===== config.mk =====
export PLATFORM = sky130hd
export DESIGN_NAME = lut_ram_cell
export DESIGN_NICKNAME = d
export VERILOG_FILES = /design/src/rtl/lut_ram_cell.sv
export SDC_FILE = /design/constraint.sdc
export NUM_CORES = 1
export LEC_CHECK = 0
export BUFFER_PORTS_ARGS = -buffer_cell sky130_fd_sc_hd__buf_2
export CAP_MARGIN = 15
export CORE_ASPECT_RATIO = 1.5
export CORE_MARGIN = 2
export CORE_UTILIZATION = 25
export DETAILED_ROUTE_END_ITERATION = 8
export GPL_TIMING_DRIVEN = 1
export PLACE_DENSITY_LB_ADDON = 0.25
export RECOVER_POWER = 100
export SLEW_MARGIN = 20
export SYNTH_ARGS = -nofsm -noshare
export SYNTH_HDL_FRONTEND = slang
export SYNTH_SLANG_ARGS = --single-unit

===== constraint.sdc =====
create_clock -name clk -period 3.4 [get_ports clk]
set_clock_uncertainty 0.1 [all_clocks]
set_input_delay 0.17 -clock clk [delete_from_list [all_inputs] [get_ports clk]]
set_output_delay 0.17 -clock clk [all_outputs]
set_load 0.01 [all_outputs]

===== src/rtl/lut_ram_cell.sv =====
module lut_ram_cell #(
  parameter int AW = 4
) (
  input  logic                   clk,
  input  logic                   rst_n,
  input  logic                   preload_en_i,
  input  logic [1:0]             preload_mode_i,
  input  logic [4*(1<<AW)-1:0]   preload_data_i,
  input  logic [AW-1:0]          a_addr_i,
  input  logic                   a_we_i,
  input  logic [AW-1:0]          b_addr_i,
  input  logic                   b_we_i,
  input  logic                   wpe_i,
  input  logic [3:0]             wd_i,
  output logic [3:0]             f_o
);
  localparam int WORDS = 1 << AW;
  localparam int BITS  = 2 * WORDS;

  localparam logic [1:0] M_LOGIC = 2'b00;
  localparam logic [1:0] M_RAM4  = 2'b01;
  localparam logic [1:0] M_RAMF5 = 2'b10;

  logic [BITS-1:0] mem_a, mem_b;
  logic [1:0]      mode_q;

  wire is_ram4  = (mode_q == M_RAM4);
  wire is_ramf5 = (mode_q == M_RAMF5);

  wire [AW-1:0] addr_b_ram = a_addr_i;
  wire we_a = wpe_i & a_we_i & (is_ram4 | is_ramf5);
  wire we_b = wpe_i & b_we_i & is_ram4;

  wire [AW:0] hi_a = {1'b1, a_addr_i};
  wire [AW:0] lo_a = {1'b0, a_addr_i};
  wire [AW:0] hi_b = {1'b1, addr_b_ram};
  wire [AW:0] lo_b = {1'b0, addr_b_ram};
  wire [AW:0] lut_a = {a_we_i, a_addr_i};
  wire [AW:0] lut_b = {b_we_i, b_addr_i};

  always_ff @(posedge clk or negedge rst_n) begin
    if (!rst_n) begin
      mem_a  <= '0;
      mem_b  <= '0;
      mode_q <= M_LOGIC;
    end else if (preload_en_i) begin
      mem_a  <= preload_data_i[BITS-1:0];
      mem_b  <= preload_data_i[2*BITS-1:BITS];
      mode_q <= preload_mode_i;
    end else begin
      if (we_a) begin
        mem_a[hi_a] <= wd_i[3];
        mem_a[lo_a] <= wd_i[2];
      end
      if (we_b) begin
        mem_b[hi_b] <= wd_i[1];
        mem_b[lo_b] <= wd_i[0];
      end
    end
  end

  always_comb begin
    if (is_ram4)
      f_o = {mem_a[hi_a], mem_a[lo_a], mem_b[hi_b], mem_b[lo_b]};
    else if (is_ramf5)
      f_o = {mem_a[hi_a], mem_a[lo_a], 1'b0, mem_b[lut_b]};
    else
      f_o = {mem_a[lut_a], 2'b00, mem_b[lut_b]};
  end

  AST_PRELOAD_A: assert property (@(posedge clk) disable iff (!rst_n)
    preload_en_i |=> mem_a == $past(preload_data_i[BITS-1:0]));
  AST_PRELOAD_B: assert property (@(posedge clk) disable iff (!rst_n)
    preload_en_i |=> mem_b == $past(preload_data_i[2*BITS-1:BITS]));
  AST_WPE_BLOCKS: assert property (@(posedge clk) disable iff (!rst_n)
    (!wpe_i && !preload_en_i) |=> ($stable(mem_a) && $stable(mem_b)));
  AST_LOGIC_NO_WRITE: assert property (@(posedge clk) disable iff (!rst_n)
    (!preload_en_i && !mode_q[0] && !mode_q[1]) |=> ($stable(mem_a) && $stable(mem_b)));
  AST_F5_HALF_B_HELD: assert property (@(posedge clk) disable iff (!rst_n)
    (!preload_en_i && is_ramf5) |=> $stable(mem_b));
  AST_B_OWN_ENABLE: assert property (@(posedge clk) disable iff (!rst_n)
    (!preload_en_i && !b_we_i) |=> $stable(mem_b));
  AST_A_OWN_ENABLE: assert property (@(posedge clk) disable iff (!rst_n)
    (!preload_en_i && !a_we_i) |=> $stable(mem_a));
  AST_F5_UNUSED_ZERO: assert property (@(posedge clk) disable iff (!rst_n)
    is_ramf5 |-> !f_o[1]);
  AST_LOGIC_UNUSED_ZERO: assert property (@(posedge clk) disable iff (!rst_n)
    (!is_ram4 && !is_ramf5) |-> (f_o[2:1] == 2'b00));
endmodule


==> flow_summary_export.csv <==
group,metric,value,unit
status,status,"finished with violations",
status,violations,"max-capacitance violations, max-slew violations",
route,via_per_inst,5.19,
synth,synth_top_family_by_area,"multiplexers",
critical_path,arrival,2.91,ns
synth,yosysTopAreaCell,"dfrtp_1",
final_layout,instances_no_fill,710,
timing,fmax,0.363,GHz
final_layout,multi_input_comb_area,2520,um2
timing,setup_slack,0.642,ns
route,wl_per_cell,20.3,um
min_path,min_delay_path_depth,3,
die,die_area,18600,um2
cts,post_cts_buffers,0,
power,p_per_area,449,nW/um2
synth,ys.flop_type,"dfrtp_1",
placement,gp_congestion,0.772,
critical_path,cp_data_required_time,3.55,ns
timing,setup_violations,0,
synth,synth_compound_area_share,19.8,%
cts,cts-resized-gates,0,
final_layout,regArea,1650,um2
cts,cts.sinks,66,
min_path,holdCritStartpoint,"preload_data_i[47]",
final_layout,stdcell_area,5490,um2
final_layout,areaGrowthSynthToFinish,25.5,%
final_layout,antennaDiodeCount,0,
cts,cts_tree,"built",
synth,synth_top_area_share,37.8,%
critical_path,timing.rr.end,"mem_a[8]",
synth,yosysUniqueCellTypes,35,
synth,syn_area,4370,um2
cts,ctsHoldBuffers,25,
route,route.detailed.drc,0,
placement,preCtsSetupSlack,0.743,ns
critical_path,ff2ff_path_depth,7,
synth,synth_cells,402,
synth,synth_common_cells,"mux2i_1 (85), dfrtp_1 (66), a22oi_1 (64), o21ai_0 (64), clkbuf_1 (29)",
timing,fin_crit,2.76,ns
timing,fin_tns_setup,0,ns
grt,antenna_found_initial,0,
critical_path,worst_setup_path_start_kind,"flip-flop",
critical_path,r2r_slack,0.64,ns
die,start_util,25.3,%
grt,gr-usage-all-layers,15.6,%
min_path,min_path_type,"in2reg",
critical_path,timing.rr.start,"mode_q[0]",
timing,slew_viol_final,67,
synth,avgSynthCellArea,10.9,um2
grt,grt_max_degree,67,
power,irDropWorstVdd,0.184,mV
route,dr_total_vias,3682,
placement,hpwl,10600,um
die,fp.coreArea,17300,um2
final_layout,drive_above_1_share,29.4,%
critical_path,end_kind,"flip-flop",
placement,place_inst,669,
die,ios,88,
power,p_total,2.46,mW
final_layout,n_fill_cell,1822,
die,num_rows,59,
min_path,min_to,"mem_b[15]",
cts,clock_latency,0.33,ns
route,detail-route-antenna-nets,0,
cts,cts.root.buffer_cell,"clkbuf_16",
final_layout,layout.nets,578,
synth,synth-seq-cells,66,
synth,synth-simple-area-share,5.95,%
synth,synth-edff-count,0,
synth,synth_xor_area_share,0,%
placement,place_area,4960,um2
timing,grt_setup_unrepaired,"false",
cts,cts.clk_slew.worst_paths,0.06,ns
cts,cts_max_level,3,
synth,yosysSeqAreaShare,37.8,%
timing,finalCritPeriodShare,81.1,%
cts,cts_buffers,9,
synth,muxShareOfSynthArea,31.0,%
timing,whs,0.00187,ns
power,p_leak,2.29,nW
synth,synthArstFlopShare,100,%
route,drt_iter0_drc,181,
placement,portBuffers,87,
synth,synth_fa_ha_area_share,0.572,%
timing,worstMarginPinSlew,2.41,ns
final_layout,fin_util,31.8,%
route,drtPass1Iterations,4,
die,die_h,166,um
synth,synth_most_common_cell,"mux2i_1",
timing,slew-limit-headroom,-61.0,%
grt,grt_pass1_vias,3700,
synth,syn_nets,488,
grt,grt_pass1_wl,22200,um
critical_path,cp_max_fo,17,
die,die_w,112,um
synth,synth.area.top_cells,"dfrtp_1 (38%), mux2i_1 (19%), a22oi_1 (11%)",
grt,gr-total-overflow,0,
flow_run,maxCapViolCount,1,
critical_path,criticalPathCategory,"reg2reg",
timing,hold_viol_final,0,
route,routed_wl,14400,um
synth,ys_warn_count,0,
cts,clockBufferDepth,2,
==> worst max-delay path by stage <==
| stage | from | end | slack [ns] | depth (start not counted) |
|---|---|---|---|---|
| finish | mode_q[0] | mem_a[8] | 0.64 | 7 |
| global route | mode_q[0] | mem_a[3] | 0.38 | 7 |
| global placement | mode_q[1] | mem_b[21] | 0.85 | 7 |
| detailed placement | mode_q[1] | mem_b[21] | 0.74 | 7 |
| CTS | mode_q[1] | mem_b[27] | 0.74 | 7 |
| floorplan | mode_q[0] | mem_b[16] | 1.51 | 8 |
==> per-layer routing <==
| metal | global-route usage (%) | vias to the layer above | wire, um |
|---|---|---|---|
| met1 | 20.6 | 1837 | 6260 |
| li1 | - | 1733 | - |
| met4 | 6.57 | 0 | 450 |
| met2 | 25.5 | 89 | 7180 |
| met3 | 2.12 | 23 | 527 |
| met5 | 0 | - | 0 |
==> flip-flops by register name, indices dropped and copies added (netlist names) <==
register and cells:
mode_q 2, mem_b 32, mem_a 32
==> logic make-up after synthesis <==
family | Yosys count
AND/OR/NAND/NOR | 40
buffers and inverters | 47
adder cells (fa/ha/maj) | 2
multiplexers | 110
flip-flops | 66
AO/OA/AOI/OAI | 137
==> final cells by class <==
class / instances / area share [%]
multi-input combinational: 289 / 45.9
sequential: 66 / 30.1
timing repair buffer: 122 / 13.6
tap: 213 / 4.86
clock buffer: 10 / 4.17
clock inverter: 6 / 1.05
inverter: 4 / 0.274
==> where the power goes <==
part           total, mW  switching (mW)  leakage, nW  internal [mW]
clock network      0.901           0.339        0.142          0.562
logic              0.563           0.277         1.42          0.287
registers          0.999           0.104        0.732          0.895
total               2.46           0.720         2.29           1.74
==> cells in the final DEF (no fill, tap or decap), drive strengths merged <==
cell type    instances
nand3                1
dfrtp               66
o221ai               2
mux4                20
nor3b                1
clkinv               4
ha                   2
bufinv               1
nor2b                2
nand4b               1
or2                  4
o21ai               66
nand2                5
clkinvlp             1
a21boi               2
a32oi                1
nand2b               5
clkbuf              18
a22oi               64
buf                 89
a31oi                1
a211oi               1
nor3                 7
dlygate4sd3         25
nand4                1
and2                 2
mux2                 5
inv                  4
mux2i               85
nand3b               1
and4                 1
nor4                 1
nor2                 8
==> worst max-delay path, cell delays in order (launching register included) <==
cell	delay, ns
dfrtp_1	0.34
inv_1	0.05
ha_1	0.26
nand3b_1	0.22
and2_0	0.79
clkbuf_1	0.64
a22oi_1	0.14
o21ai_0	0.12
Note: power is estimated with default switching activity, not from simulation.
